**config.mk**
```make
export PLATFORM = sky130hd
export DESIGN_NAME = lookup_credit_gate
export DESIGN_NICKNAME = d
export VERILOG_FILES = /design/src/rtl/credit_counter.sv /design/src/rtl/unique_stall_fifo.sv /design/src/rtl/lookup_credit_gate.sv
export SDC_FILE = /design/constraint.sdc
export NUM_CORES = 1
export LEC_CHECK = 0
export BUFFER_PORTS_ARGS = -buffer_cell sky130_fd_sc_hd__buf_2
export CORE_MARGIN = 10
export CORE_UTILIZATION = 52
export CTS_CLUSTER_DIAMETER = 150
export DETAILED_ROUTE_END_ITERATION = 8
export GPL_TIMING_DRIVEN = 0
export PLACE_DENSITY = 0.78
export SKIP_LAST_GASP = 1
export SLEW_MARGIN = 20
export SYNTH_ARGS = -nofsm -noshare
export SYNTH_HDL_FRONTEND = slang
export SYNTH_HIERARCHICAL = 1
export SYNTH_SLANG_ARGS = --single-unit
```
**constraint.sdc**
```tcl
create_clock -name clk_i -period 10.15 [get_ports clk_i]
set_input_delay 1.5225 -clock clk_i [delete_from_list [all_inputs] [get_ports clk_i]]
set_output_delay 1.5225 -clock clk_i [all_outputs]
set_load 0.02 [all_outputs]
```
**src/rtl/credit_counter.sv**
```systemverilog
module credit_counter #(
  parameter int MAX_OUT = 4,
  localparam int CW = $clog2(MAX_OUT + 1)
) (
  input  logic          clk_i,
  input  logic          rst_ni,
  input  logic          issue_i,
  input  logic          complete_i,
  output logic [CW-1:0] free_o
);
  logic [CW-1:0] count_q;

  always_ff @(posedge clk_i or negedge rst_ni) begin
    if (!rst_ni) count_q <= '0;
    else if (issue_i && !complete_i) count_q <= count_q + 1'b1;
    else if (complete_i && !issue_i) count_q <= count_q - 1'b1;
  end

  assign free_o = CW'(MAX_OUT) - count_q;

  assert_no_overflow_R2: assert property (@(posedge clk_i) disable iff (!rst_ni)
    (issue_i && !complete_i) |-> (count_q < CW'(MAX_OUT)));

  assert_no_underflow_R3: assert property (@(posedge clk_i) disable iff (!rst_ni)
    (complete_i && !issue_i) |-> (count_q != '0));
endmodule

```
**src/rtl/unique_stall_fifo.sv**
```systemverilog
module unique_stall_fifo #(
  parameter int N_PORTS = 4,
  localparam int IW = (N_PORTS > 1) ? $clog2(N_PORTS) : 1,
  localparam int NW = $clog2(N_PORTS + 1)
) (
  input  logic               clk_i,
  input  logic               rst_ni,
  input  logic [N_PORTS-1:0] push_i,
  input  logic               pop_i,
  output logic [IW-1:0]      head_o,
  output logic               empty_o,
  output logic [N_PORTS-1:0] member_o
);
  logic [IW-1:0]      slot_q [N_PORTS];
  logic [IW-1:0]      slot_d [N_PORTS];
  logic [IW-1:0]      rd_q, rd_d, wr_q, wr_d;
  logic [NW-1:0]      cnt_q, cnt_d;
  logic [N_PORTS-1:0] member_q, member_d, pop_mask;

  assign head_o   = slot_q[rd_q];
  assign empty_o  = (cnt_q == '0);
  assign member_o = member_q;

  always_comb begin
    pop_mask = '0;
    if (pop_i) pop_mask[head_o] = 1'b1;
  end

  // Ascending port index sets the order among pushes in one cycle.
  always_comb begin
    int rank;
    rank = 0;
    for (int i = 0; i < N_PORTS; i++) slot_d[i] = slot_q[i];
    for (int p = 0; p < N_PORTS; p++) begin
      if (push_i[p]) begin
        slot_d[(int'(wr_q) + rank) % N_PORTS] = IW'(p);
        rank++;
      end
    end
    wr_d     = IW'((int'(wr_q) + rank) % N_PORTS);
    rd_d     = pop_i ? IW'((int'(rd_q) + 1) % N_PORTS) : rd_q;
    cnt_d    = NW'(int'(cnt_q) + rank - (pop_i ? 1 : 0));
    member_d = (member_q & ~pop_mask) | push_i;
  end

  always_ff @(posedge clk_i or negedge rst_ni) begin
    if (!rst_ni) begin
      for (int i = 0; i < N_PORTS; i++) slot_q[i] <= '0;
      rd_q     <= '0;
      wr_q     <= '0;
      cnt_q    <= '0;
      member_q <= '0;
    end else begin
      for (int i = 0; i < N_PORTS; i++) slot_q[i] <= slot_d[i];
      rd_q     <= rd_d;
      wr_q     <= wr_d;
      cnt_q    <= cnt_d;
      member_q <= member_d;
    end
  end

  assert_unique_push_R7: assert property (@(posedge clk_i) disable iff (!rst_ni)
    (push_i & member_q & ~pop_mask) == '0);

  assert_no_pop_empty_R9: assert property (@(posedge clk_i) disable iff (!rst_ni)
    pop_i |-> (cnt_q != '0));

  assert_depth_bound_R7: assert property (@(posedge clk_i) disable iff (!rst_ni)
    int'(cnt_q) <= N_PORTS);
endmodule

```
**src/rtl/lookup_credit_gate.sv**
```systemverilog
module lookup_credit_gate #(
  parameter int N_PORTS = 4,
  parameter int MAX_OUT = 4,
  localparam int CW = $clog2(MAX_OUT + 1),
  localparam int IW = (N_PORTS > 1) ? $clog2(N_PORTS) : 1
) (
  input  logic               clk_i,
  input  logic               rst_ni,
  input  logic [N_PORTS-1:0] req_i,
  input  logic               issue_i,
  input  logic               complete_i,
  output logic [N_PORTS-1:0] stall_o,
  output logic [N_PORTS-1:0] retry_o,
  output logic [CW-1:0]      free_slots_o
);
  logic [CW-1:0]      free_w;
  logic [IW-1:0]      head_w;
  logic               empty_w, must_stall, pop_w;
  logic [N_PORTS-1:0] member_w, push_w;

  credit_counter #(.MAX_OUT(MAX_OUT)) u_credit (
    .clk_i, .rst_ni, .issue_i, .complete_i, .free_o(free_w)
  );

  assign must_stall = !empty_w || (free_w == '0);
  assign stall_o    = must_stall ? req_i : '0;
  assign pop_w      = !empty_w && (free_w != '0);

  always_comb begin
    retry_o = '0;
    if (pop_w) retry_o[head_w] = 1'b1;
  end

  // A port leaving the queue this cycle may rejoin at the tail.
  assign push_w = stall_o & ~(member_w & ~retry_o);

  unique_stall_fifo #(.N_PORTS(N_PORTS)) u_queue (
    .clk_i, .rst_ni, .push_i(push_w), .pop_i(pop_w),
    .head_o(head_w), .empty_o(empty_w), .member_o(member_w)
  );

  assign free_slots_o = free_w;

  assert_retry_onehot_R9: assert property (@(posedge clk_i) disable iff (!rst_ni)
    $onehot0(retry_o));

  assert_retry_member_R9: assert property (@(posedge clk_i) disable iff (!rst_ni)
    (retry_o & ~member_w) == '0);
endmodule

```
* After elaboration in Yosys (flattened, before gate mapping)
Cells that the tools add are included.
Storage, ports and cells: output and inout bits 11, input bits 8, register bits 22
Operators by class: bitwise logic cells 22, $lt $le $gt $ge 11, add/subtract/negate cells 13, multiplexer cells 26, reduce and logical (&&, ||, !) cells 19
Operators with widths (count):
- 32-bit by 3-bit >= comparator with 1-bit output, second input constant | 4
- 32-bit by 1-bit less-than comparator with 1-bit output, second input constant | 4
- 32-bit NOT | 3
- 3-bit by 32-bit adder with 32-bit output | 2
- 32-bit 2-to-1 mux | 2
- 32-bit by 2-bit adder with 32-bit output, second input constant | 1
- 8-bit 2-to-1 mux | 4
- 2-bit NOT with 32-bit output | 1
- 4-bit AND | 4
- 2-bit demux with 2-bit select | 4
- 4-bit NOT | 4
- 2-bit 2-to-1 mux | 6
- 4-bit bitwise OR | 3
- 3-bit 2-to-1 mux | 3
- 8-bit AND | 1
- 1-bit logical AND | 8
- 4-bit 2-to-1 mux | 2
- 8-bit NOT | 1
- 8-bit bitwise OR | 1
- 3-bit zero test | 2
- 2-bit OR reduction | 3
- 2-bit binary-select mux with 2-bit select | 1
- 3-bit by 1-bit adder with 3-bit output, second input constant | 1
- 3-bit by 2-bit adder with 3-bit output, second input constant | 1
- 20 further kinds | 25

* Depth between registers and ports, before layout
word-level depth 29, mapped depth 18, gate-level depth less buffers 18

* By module
The synthesis kept the hierarchy.
Modules (own cells, without submodules):
- unique_stall_fifo | area an instance 1207.4 sq um, sequential area each 475.5 sq um, cells each 116, times used 1
- credit_counter | area an instance 192.7 sq um, sequential area each 75.1 sq um, cells each 17, times used 1
- lookup_credit_gate | area an instance 152.6 sq um, sequential area each 0.0 sq um, cells each 20, times used 1

* Worst setup path before layout
Ideal clock, no wire load.
path type flip-flop to flip-flop, start reg u_credit.count_q[0], end reg u_queue.cnt_q[2], data arrival time 4.524 ns, cell stages (with the launch flop) 16, library setup time 0.125 ns, slack 5.501 ns, path through dfrtp_1 inv_1 ha_1 xor2_1 nor3_4 nor4_1 o21a_1 inv_1 ha_1 xor2_1 ha_1 mux2i_1 ha_1 fa_1 xor2_1 xnor2_1
On the way: longest elaborated chain between the ends 17
RTL lines:
- start, declared | RTL line credit_counter.sv:11 | logic [CW-1:0] count_q;
- start signal, assigned | RTL line credit_counter.sv:15 | else if (issue_i && !complete_i) count_q <= count_q + 1'b1;
- start signal, assigned | RTL line credit_counter.sv:16 | else if (complete_i && !issue_i) count_q <= count_q - 1'b1;
- 3-bit subtractor * | RTL line credit_counter.sv:19 | assign free_o = CW'(MAX_OUT) - count_q;
- via free_slots_o[2] | RTL line lookup_credit_gate.sv:14 | output logic [CW-1:0] free_slots_o
- 3-bit nonzero test * | RTL line lookup_credit_gate.sv:27 | assign pop_w = !empty_w && (free_w != '0);
- 1-bit logical AND * | RTL line lookup_credit_gate.sv:27
- 4-bit 2-to-1 mux * | RTL line lookup_credit_gate.sv:31 | if (pop_w) retry_o[head_w] = 1'b1;
- via retry_o[0] | RTL line lookup_credit_gate.sv:13 | output logic [N_PORTS-1:0] retry_o,
- 4-bit NOT * | RTL line lookup_credit_gate.sv:35 | assign push_w = stall_o & ~(member_w & ~retry_o);
- 4-bit AND * | RTL line lookup_credit_gate.sv:35
- [2 not listed]
- via push_w[0] | RTL line lookup_credit_gate.sv:19 | logic [N_PORTS-1:0] member_w, push_w;
- [2 not listed]
- 32-bit 2-to-1 mux * | RTL line unique_stall_fifo.sv:35 | if (push_i[p]) begin
- 32-bit by 2-bit adder with 32-bit output | RTL line unique_stall_fifo.sv:37 | rank++;
- 32-bit 2-to-1 mux * | RTL line unique_stall_fifo.sv:35
- 3-bit by 2-bit adder with 3-bit output | RTL line unique_stall_fifo.sv:37
- 3-bit 2-to-1 mux * | RTL line unique_stall_fifo.sv:35
- 3-bit adder * | RTL line unique_stall_fifo.sv:42 | cnt_d = NW'(int'(cnt_q) + rank - (pop_i ? 1 : 0));
- 3-bit subtractor * | RTL line unique_stall_fifo.sv:42
- via u_queue.cnt_d[2] | RTL line unique_stall_fifo.sv:17 | logic [NW-1:0] cnt_q, cnt_d;
- end signal, assigned | RTL line unique_stall_fifo.sv:57 | cnt_q <= cnt_d;
- end, declared | RTL line unique_stall_fifo.sv:17
The timed path passes the listed nets; every way through them passes the cells marked *. A chain may end at the register's enable or synchronous reset.

* Worst setup path after layout
start reg u_queue.rd_q[1], end reg u_queue.cnt_q[2]
On the way: longest elaborated chain between the ends 22
RTL lines:
- start, declared | RTL line unique_stall_fifo.sv:16 | logic [IW-1:0] rd_q, rd_d, wr_q, wr_d;
- start signal, assigned | RTL line unique_stall_fifo.sv:55 | rd_q <= rd_d;
- 2-bit NOT with 3-bit output (implied by the code) * | RTL line unique_stall_fifo.sv:20 | assign head_o = slot_q[rd_q];
- 2-bit binary-select mux with 2-bit select * | RTL line unique_stall_fifo.sv:20
- 2-bit 2-to-1 mux (implied by the code) * (2 in a row) | RTL line unique_stall_fifo.sv:20
- via head_w[1] | RTL line lookup_credit_gate.sv:17 | logic [IW-1:0] head_w;
- 2-bit by 3-bit less-than comparator with 1-bit output (implied by the code) or 2-bit by 1-bit >= comparator with 1-bit output (tied branches) | RTL line lookup_credit_gate.sv:31
- 1-bit logical AND (implied by the code) | RTL line lookup_credit_gate.sv:31
- 1-bit 2-to-1 mux (implied by the code) | RTL line lookup_credit_gate.sv:31
- 1-bit demux with 2-bit select *
- [5 not listed]
- via push_w[0] | RTL line lookup_credit_gate.sv:19
- [2 not listed]
- 32-bit 2-to-1 mux * | RTL line unique_stall_fifo.sv:35
- 32-bit by 2-bit adder with 32-bit output | RTL line unique_stall_fifo.sv:37
- 32-bit 2-to-1 mux * | RTL line unique_stall_fifo.sv:35
- 3-bit by 2-bit adder with 3-bit output | RTL line unique_stall_fifo.sv:37
- 3-bit 2-to-1 mux * | RTL line unique_stall_fifo.sv:35
- 3-bit adder * | RTL line unique_stall_fifo.sv:42
- 3-bit subtractor * | RTL line unique_stall_fifo.sv:42
- via u_queue.cnt_d[2] | RTL line unique_stall_fifo.sv:17
The timed path passes the listed nets; every way through them passes the cells marked *. The select of a mux whose other input is x is not followed.

==> flow_metrics.env <==
export IMPL_multi_input_area_um2=918.4
export IMPL_clock_sinks=22
export IMPL_crit_required_ns=10.36
export IMPL_use_met3=0.02497
export IMPL_groute_usage_overall=0.1248
export IMPL_grt_util_met1=0.1481
export IMPL_synth_xor_area_frac=0.1241
export IMPL_antenna_found_initial=0
export IMPL_register_area_um2=550.5
export IMPL_dp_hpwl_mm=2.569
export IMPL_drv_slew=0
export IMPL_post_cts_repair_setup_buffers=0
export IMPL_dieArea_um2=5572
export IMPL_n_antenna_cell=0
export IMPL_holdBufCountCts=0
export IMPL_portBuffers=18
export IMPL_path_max_fanout=8
export IMPL_synth_fa_ha_area_frac=0.1386
export IMPL_wire_per_inst_um=15.81
export IMPL_finalWeightedCongestion=0.9001
export IMPL_grt_max_degree=23
export IMPL_rsz0062_at_grt="no"
export IMPL_ys_warn_count=6
export IMPL_use_met2=0.2123
export IMPL_yosys_register_bits=22
export IMPL_hp_class="reg -> reg"
export IMPL_drive_above_1_share=0.2000
export IMPL_synth_edf_count=0
export IMPL_core_area_um2=2805
export IMPL_synth_seq_area_share=0.3546
export IMPL_tightest_slew_ns=0.8526
export IMPL_drtIter0Drc=107
export IMPL_initial_core_util=0.5535
export IMPL_grt_pass1_vias=1192
export IMPL_cp_end_kind="register"
export IMPL_place_area_um2=1682
export IMPL_setup_violations=0
export IMPL_grt_overflow=0
export IMPL_h_tree_depth=1
export IMPL_dieWidth_um=74.65
export IMPL_finalSetupTns_ns=0
export IMPL_worstSetupPathType="reg -> reg"
export IMPL_row_count=19
export IMPL_fmax_mhz=225.9
export IMPL_cp_buffers_inverters=1
export IMPL_cp_top_family="adder cells"
export IMPL_fin_skew_ns=0.005791
export IMPL_drc=0
export IMPL_maxCapViolCount=0
export IMPL_viasPerCell=5.670
export IMPL_dr_pass1_iters=4
export IMPL_grt_busiest_layer="met2"
export IMPL_postRouteAntennaNets=0
export IMPL_yosys_top_cells_area="dfrtp_1 35%, ha_1 11%, xnor2_1 6.2%, xor2_1 6.2%, inv_1 3.9%"
export IMPL_synthMuxAreaShare=0.05157
export IMPL_fin_nets=200
export IMPL_crit_top_cell="ha_1"
export IMPL_worstSetupStartpointType="register"
export IMPL_numCtsBuffers=3
export IMPL_outcome="complete, no violations"
export IMPL_hold_viol=0
export IMPL_r2r_start="u_queue/rd_q[1]"
export IMPL_synth_top_family_by_area="simple AND/OR/NAND/NOR gates"
export IMPL_cpPeakStageDelay_ns=0.72
export IMPL_min_from="u_credit/count_q[2]"
export IMPL_crit_start="u_queue/rd_q[1]"
export IMPL_netlist_instances=153
export IMPL_cts_tree="done"
export IMPL_clk_pin_slew_ns=0.13
export IMPL_vias=1168
export IMPL_ys_types=36
export IMPL_slew_headroom=0.4272
export IMPL_ios=19
export IMPL_grt_pass1_wl_mm=5.430
export IMPL_root_buffer="clkbuf_4"
export IMPL_period_share=0.4362
export IMPL_crit_chain="mux4_1 > nor4_1 > o21a_1 > inv_1 > ha_1 > xor2_1 > ha_1 > mux2i_1 > ha_1 > fa_1 > xor2_1 > xnor2_1"
export IMPL_syn_nets=177
export IMPL_synthSimpleGateAreaFrac=0.1668
export IMPL_dieHeight_um=74.65
export IMPL_critPathArrivalTime_ns=4.64
export IMPL_cp_slowest_cell="mux4_1"
export IMPL_wirelength_mm=3.257
export IMPL_period_needed_ns=4.427
export IMPL_fin_area_um2=1734
export IMPL_nFillCells=224
export IMPL_area_delta_synth_final_pct=11.68
export IMPL_yosys_area_top_type="dfrtp_1"
export IMPL_synth_compound_area_frac=0.1104
export IMPL_async_reset_ff_frac=1.000
export IMPL_synth_top_area_share=0.3546
export IMPL_synth_ff_type="dfrtp_1"
export IMPL_clock_latency_ns=0.32
export IMPL_synth_cell_area_um2=1553
export IMPL_cts_buffer_depth=2
export IMPL_avgSynthCellArea_um2=10.15
export IMPL_cts_repair_resized=0
==> placed cells by master (no fill, tap or decap), drive strengths merged, types with 3 or more instances in the layout <==
cell / count
nand2: 10
xnor2: 11
and2: 5
buf: 21
nor3: 3
inv: 16
o21a: 4
nor2: 8
ha: 14
nand3: 9
clkbuf: 3
nand3b: 3
xor2: 11
o22ai: 3
dfrtp: 22
o211ai: 6
==> logic make-up after synthesis <==
logic type	count (synthesis)
muxes	5
buffers and inverters	19
and+or+nand+nor	45
DFF	22
adders and majority gates	16
AOI/OAI and AO/OA	24
xor gates and xnor gates	22
==> cells in the mapped netlist, types with 2 or more instances <==
| library cell | n |
|---|---|
| dfrtp_1 | 22 |
| inv_1 | 16 |
| ha_1 | 14 |
| xnor2_1 | 11 |
| xor2_1 | 11 |
| nand2_1 | 10 |
| nand3_1 | 9 |
| nor2_1 | 8 |
| o211ai_1 | 6 |
| and2_2 | 4 |
| o21a_1 | 4 |
| nand3b_1 | 3 |
| o22ai_1 | 3 |
| a21boi_0 | 2 |
| a21o_1 | 2 |
| a21oi_1 | 2 |
| fa_1 | 2 |
| mux2i_1 | 2 |
| nand2b_1 | 2 |
| nor3_1 | 2 |
| nor4b_2 | 2 |
| o21ai_0 | 2 |
==> worst paths after layout <==
| path | to | slack (ns) | cells past startpoint |
|---|---|---|---|
| min in group asynchronous | u_queue/wr_q[0] | 1.15 | 1 |
| worst min register to register | u_credit/count_q[2] | 0.49 | 1 |
| max in group asynchronous | u_queue/member_o[3] | 8.66 | 1 |
| worst max register to register | u_queue/cnt_q[2] | 5.72 | 12 |
| worst min-delay path | u_credit/count_q[2] | 0.49 | 1 |
| worst max-delay path | u_queue/cnt_q[2] | 5.72 | 12 |
==> metal layers <==
metal,part of all wire,vias to the layer above
met1,0.43,559
met4,0.016,0
li1,-,566
met5,0,-
met3,0.069,6
met2,0.48,37
==> state kept, by name (all words and copies together) (netlist names) <==
signal / count
u_queue/wr_q: 2
u_queue/rd_q: 2
u_queue/slot_q: 8
u_queue/cnt_q: 3
u_queue/member_o: 4
u_credit/count_q: 3
==> per-stage QoR <==
step / setup WS (ns) / std cells / utilization / hold WS [ns]
floorplan: 5.501 / 153 / - / 0.4492
global placement: 5.656 / 202 / 0.5995 / 0.4607
detailed placement: 5.580 / 202 / 0.5995 / 0.4839
CTS: 5.735 / 206 / 0.6182 / 0.5015
global route: 5.518 / 206 / 0.6182 / 0.5204
finish: 5.723 / 206 / 0.6182 / 0.4914
==> worst register-to-register path: cells and delay by family (launching register included) <==
kind | cells | cell delay (ns)
adder cells (fa/ha/maj) | 4 | 1.43
XOR/XNOR | 3 | 0.60
AO/OA/AOI/OAI | 1 | 0.33
flip-flops | 1 | 0.43
multiplexers | 2 | 0.98
AND/OR/NAND/NOR | 1 | 0.40
buffers and inverters | 1 | 0.16
==> area by class of cell <==
type | count | area share
flip-flops and latches | 22 | 0.3175
plain buffers | 3 | 0.01371
repair buffers | 18 | 0.05195
inverters | 16 | 0.03463
clock buffers | 3 | 0.01299
multi-input cells | 112 | 0.5296
clock inverters | 1 | 0.01732
well taps | 31 | 0.02237
Power is left out: the tool's default activity adds up to more than one toggle a clock period on the data nets, which glitch-free logic cannot reach.
